<file path="src/rtl/accbus_datapath.sv">
module accbus_datapath #(
  parameter int W  = 8,
  parameter int AW = 4,
  parameter int OW = 4
) (
  input  logic          clk,
  input  logic          rst,
  input  logic [5:0]    drive_sel,
  input  logic [5:0]    load_sel,
  input  logic [1:0]    alu_op,
  input  logic          pc_inc,
  input  logic          prog_we,
  input  logic [AW-1:0] prog_addr,
  input  logic [W-1:0]  prog_data,
  output logic [W-1:0]  bus_obs,
  output logic          bus_conflict,
  output logic          zero_flag,
  output logic [OW-1:0] opcode
);
  localparam int DEPTH = 1 << AW;
  localparam int NSRC  = 6;
  localparam int S_PC = 0, S_RAM = 1, S_IR = 2, S_ACC = 3, S_B = 4, S_ALU = 5;
  localparam int L_PC = 0, L_MAR = 1, L_RAM = 2, L_IR = 3, L_ACC = 4, L_B = 5;

  logic [W-1:0] acc, breg, pc, mar, ir, alu_y, bus;
  logic [W-1:0] mem [DEPTH];
  logic [W-1:0] src [NSRC];

  always_comb begin
    case (alu_op)
      2'b00:   alu_y = acc + breg;
      2'b01:   alu_y = acc - breg;
      2'b10:   alu_y = acc & breg;
      default: alu_y = acc | breg;
    endcase
  end

  assign src[S_PC]  = pc;
  assign src[S_RAM] = mem[mar[AW-1:0]];
  assign src[S_IR]  = ir;
  assign src[S_ACC] = acc;
  assign src[S_B]   = breg;
  assign src[S_ALU] = alu_y;

  always_comb begin
    bus = '0;
    for (int i = NSRC - 1; i >= 0; i--)
      if (drive_sel[i]) bus = src[i];
  end

  assign bus_obs      = bus;
  assign bus_conflict = |(drive_sel & (drive_sel - 6'd1));
  assign zero_flag    = (alu_y == '0);
  assign opcode       = ir[W-1 -: OW];

  always_ff @(posedge clk) begin
    if (rst) begin
      acc  <= '0;
      breg <= '0;
      pc   <= '0;
      mar  <= '0;
      ir   <= '0;
    end else begin
      if (load_sel[L_ACC]) acc  <= bus;
      if (load_sel[L_B])   breg <= bus;
      if (load_sel[L_MAR]) mar  <= bus;
      if (load_sel[L_IR])  ir   <= bus;
      if (load_sel[L_PC])  pc   <= bus;
      else if (pc_inc)     pc   <= pc + 1'b1;
    end
  end

  always_ff @(posedge clk) begin
    if (!rst) begin
      if (load_sel[L_RAM]) mem[mar[AW-1:0]] <= bus;
      else if (prog_we)    mem[prog_addr]   <= prog_data;
    end
  end
endmodule

</file>
<file path="config.mk">
export PLATFORM = sky130hd
export DESIGN_NAME = accbus_datapath
export DESIGN_NICKNAME = d
export VERILOG_FILES = /design/src/rtl/accbus_datapath.sv
export SDC_FILE = /design/constraint.sdc
export NUM_CORES = 1
export LEC_CHECK = 0
export BUFFER_PORTS_ARGS = -buffer_cell sky130_fd_sc_hd__buf_2
export CAP_MARGIN = 20
export CORE_AREA = 2 2 130 132
export DETAILED_ROUTE_END_ITERATION = 16
export DIE_AREA = 0 0 132 134
export HOLD_SLACK_MARGIN = 0.02
export PLACE_DENSITY = 0.69
export SETUP_SLACK_MARGIN = 0.2
export SLEW_MARGIN = 0
export SYNTH_ARGS = -nofsm -noshare
export SYNTH_HDL_FRONTEND = slang
export SYNTH_SLANG_ARGS = --single-unit
</file>
<file path="constraint.sdc">
create_clock -name clk -period 4.2 [get_ports clk]
set_input_delay 0.84 -clock clk [delete_from_list [all_inputs] [get_ports clk]]
set_output_delay 0.84 -clock clk [all_outputs]
set_load 0.05 [all_outputs]
</file>
==> results.py <==
metrics = {
    "placement": {
        "dpl_cell_area_um2": 8630,
        "post-dp-hpwl_um": 13100,
        "pre_cts_ws_ps": -156,
        "gp_congestion": 0.878,
        "io_buffers": 43,
    },
    "die": {
        "die_h_um": 134,
        "die_area_um2": 17700,
        "die_x_um": 132,
        "rows": 47,
        "core-area_um2": 16300,
        "pin_count": 44,
        "start_util": 0.490,
    },
    "synthesis": {
        "syn_nets": 662,
        "yosys-top-cells-area": "edfxtp_1, dfxtp_1, mux4_2, nor2_1, mux2i_1",
        "synth_edf_count": 128,
        "synth_top_area_share": 0.481,
        "synth_cells": 620,
        "ys_warn_count": 0,
        "synth_seq_area_share": 0.582,
        "avgSynthCellArea_um2": 12.9,
        "ys_types": 75,
        "synth_top_flop_cell": "edfxtp_1",
        "yosysTopAreaCell": "edfxtp_1",
        "async_flop_share": 0,
        "ys_ff_latch": 168,
        "mappedNetlistArea_um2": 7990,
    },
    "final_layout": {
        "layout.nets": 730,
        "area_growth_pct": 17.4,
        "finish.utilization": 0.576,
        "stdcell_area_um2": 9380,
        "layout-drive-gt1-share": 0.265,
        "insertedDiodeCount": 0,
        "fillers": 1312,
    },
    "detailed_routing": {
        "drc": 0,
        "via_per_inst": 5.93,
        "routed-via-count": 5460,
        "drt_iter0_drc": 557,
        "drtAntennaViolNets": 0,
        "wl_per_cell_um": 20.6,
        "wl_um": 18900,
        "first_pass_iters": 6,
    },
    "timing": {
        "worst_pin_slew_ps": 1020,
        "timing.slew.headroom": 0.319,
        "fmax_mhz": 247,
        "rsz0062_at_grt": "yes",
        "finalCriticalPeriod_ps": 4050,
        "maxSlewViolCount": 0,
        "finalHoldViolations": 0,
        "setup_ws_ps": 145,
        "clock_skew_ps": 24.7,
        "setup_viol": 0,
        "fin_crit_sh": 0.965,
        "tns_ps": 0,
    },
    "worst_setup_path": {
        "crit_path_start": "alu_op[1]",
        "timing.rr.start": "breg[0]$_SDFFE_PP0P_",
        "start_kind": "primary input",
        "ff2ff_setup_slack_ps": 450,
        "critical_path_arrival_ps": 3210,
        "reg2reg_depth": 12,
        "worst_setup_path_end_kind": "output pin",
        "worstPathRequired_ps": 3360,
        "worstSetupPathType": "in2out",
        "reg2reg_to": "mem[11][3]$_DFFE_PP_",
        "worstPathMaxFanout": 4,
        "crit_end": "bus_obs[6]",
    },
    "global_routing": {
        "grt_pass1_vias": 5418,
        "grt_max_degree": 45,
        "grtUsageTotal": 0.222,
        "grt_pass1_wl_um": 29800,
        "overflow": 0,
        "antenna_found_initial": 0,
    },
    "clocking": {
        "numCtsBuffers": 17,
        "ctsHtreeMaxLevel": 4,
        "clk_pin_slew_worst_paths_ps": 60,
        "cts.sinks": 168,
        "clk_latency_ps": 440,
        "tritoncts": "built",
        "cts_buffer_depth": 2,
        "cts_root_buf": "clkbuf_16",
    },
    "run": {
        "maxCapViolations": 0,
    },
    "status": {
        "status": "complete, no violations",
    },
    "hold_path": {
        "hp-class": "reg2reg",
    },
    "pwr": {
        "p_per_area_nw_per_um2": 443,
        "ir_drop_uv": 387,
        "total_leakage_power_nw": 3.27,
    },
}
[what timing repair did]
| action | in CTS | in global routing |
|---|---|---|
| pin swaps | 11 | 12 |
| hold buffers | 0 | 0 |
| setup buffers | 5 | 1 |
| setup endpoints to repair | 7 | 6 |
| gates resized for setup | 23 | 13 |
[synth_stat cells (6+ instances only)]
master	count
a211oi_1	22
buf_2	8
nand2b_1	11
maj3_1	6
inv_1	21
nor2_1	75
ha_1	11
nand2_1	36
mux4_2	25
a21oi_1	29
nor3_1	6
edfxtp_1	128
dfxtp_1	40
a31oi_1	12
o32ai_1	6
xnor2_1	13
mux2i_1	21
clkbuf_1	23
nand3_1	11
o21ai_0	7
nor2b_1	12
[placed cells by master (no fill, tap or decap), types with 4 or more instances in the layout]
cell	instances
clkbuf_16	17
a211oi_1	21
xnor2_1	13
buf_4	44
ha_1	10
o211ai_1	4
a21oi_1	28
nor2b_1	11
nor2_1	74
o32ai_1	6
a31oi_1	11
nor3_1	5
nand3_1	11
mux2i_1	21
mux2_2	4
inv_6	6
nand2_1	35
buf_6	7
buf_2	35
inv_1	19
mux4_2	25
a311oi_1	4
a211oi_2	4
maj3_1	6
dfxtp_1	37
o21ai_0	6
edfxtp_1	128
inv_2	5
a22oi_1	4
nand2b_1	11
[cell type report]
| cell class | count | area [µm²] | share of cell area |
|---|---|---|---|
| clock buffer | 18 | 429 | 0.0458 |
| clock inverter | 14 | 133 | 0.0141 |
| inverter | 24 | 90.1 | 0.00961 |
| multi-input combinational | 388 | 3170 | 0.338 |
| sequential | 168 | 4650 | 0.496 |
| tap | 220 | 275 | 0.0294 |
| timing repair buffer | 89 | 634 | 0.0676 |
[metal layers]
layer / part of all wire / vias up / GRT usage
met5: 0 / - / 0
met4: 0.022 / 0 / 0.0851
met3: 0.066 / 30 / 0.0472
met2: 0.48 / 223 / 0.355
met1: 0.44 / 2708 / 0.299
li1: - / 2499 / -
[cell families after synthesis]
family	after synthesis	synth area share
AO/OA/AOI/OAI	129	0.125
XOR/XNOR	14	0.0154
adder cells (fa/ha/maj)	18	0.0273
buffers and inverters	64	0.0365
flip-flops	168	0.582
multiplexers	52	0.109
AND/OR/NAND/NOR	175	0.105
[through the flow]
step	std cells	hold slack (ps)	power (W)
after floorplan	620	462	0.00243
after global routing	921	513	0.00430
final	921	491	0.00415
after global placement	882	476	0.00263
after detailed placement	883	485	0.00265
after CTS	920	492	0.00415
[power by group]
| group | switching (W) | total [W] | internal [W] |
|---|---|---|---|
| clock network | 0.000656 | 0.00149 | 0.000829 |
| registers | 0.0000517 | 0.00192 | 0.00187 |
| logic | 0.000429 | 0.000740 | 0.000312 |
| total | 0.00114 | 0.00415 | 0.00301 |
[worst min path at each step]
| stage | start | to | slack [ps] | cells after the start |
|---|---|---|---|---|
| final | ir[3]$_SDFFE_PP0P_ | ir[3]$_SDFFE_PP0P_ | 490 | 2 |
| after global routing | ir[3]$_SDFFE_PP0P_ | ir[3]$_SDFFE_PP0P_ | 510 | 2 |
| after CTS | ir[3]$_SDFFE_PP0P_ | ir[3]$_SDFFE_PP0P_ | 490 | 2 |
| after detailed placement | ir[3]$_SDFFE_PP0P_ | ir[3]$_SDFFE_PP0P_ | 490 | 2 |
| after global placement | ir[1]$_SDFFE_PP0P_ | ir[1]$_SDFFE_PP0P_ | 480 | 2 |
| after floorplan | ir[0]$_SDFFE_PP0P_ | ir[0]$_SDFFE_PP0P_ | 460 | 2 |
[sequential cells by signal, indices dropped and copies added, names as in the netlist, named ones only]
register and flops:
acc 8, breg 8, ir 8, mar 4
mem 128, pc 8
[critical path: stages]
cell and delay, ps:
buf_6 100, nor2b_4 140, mux2_2 370, fa_2 390, nor2b_4 150, o2111a_1 210
nor4_1 60, o31a_1 300, o311a_4 380, nor2_4 110, buf_8 150
Power figures use the tool's default switching activity.
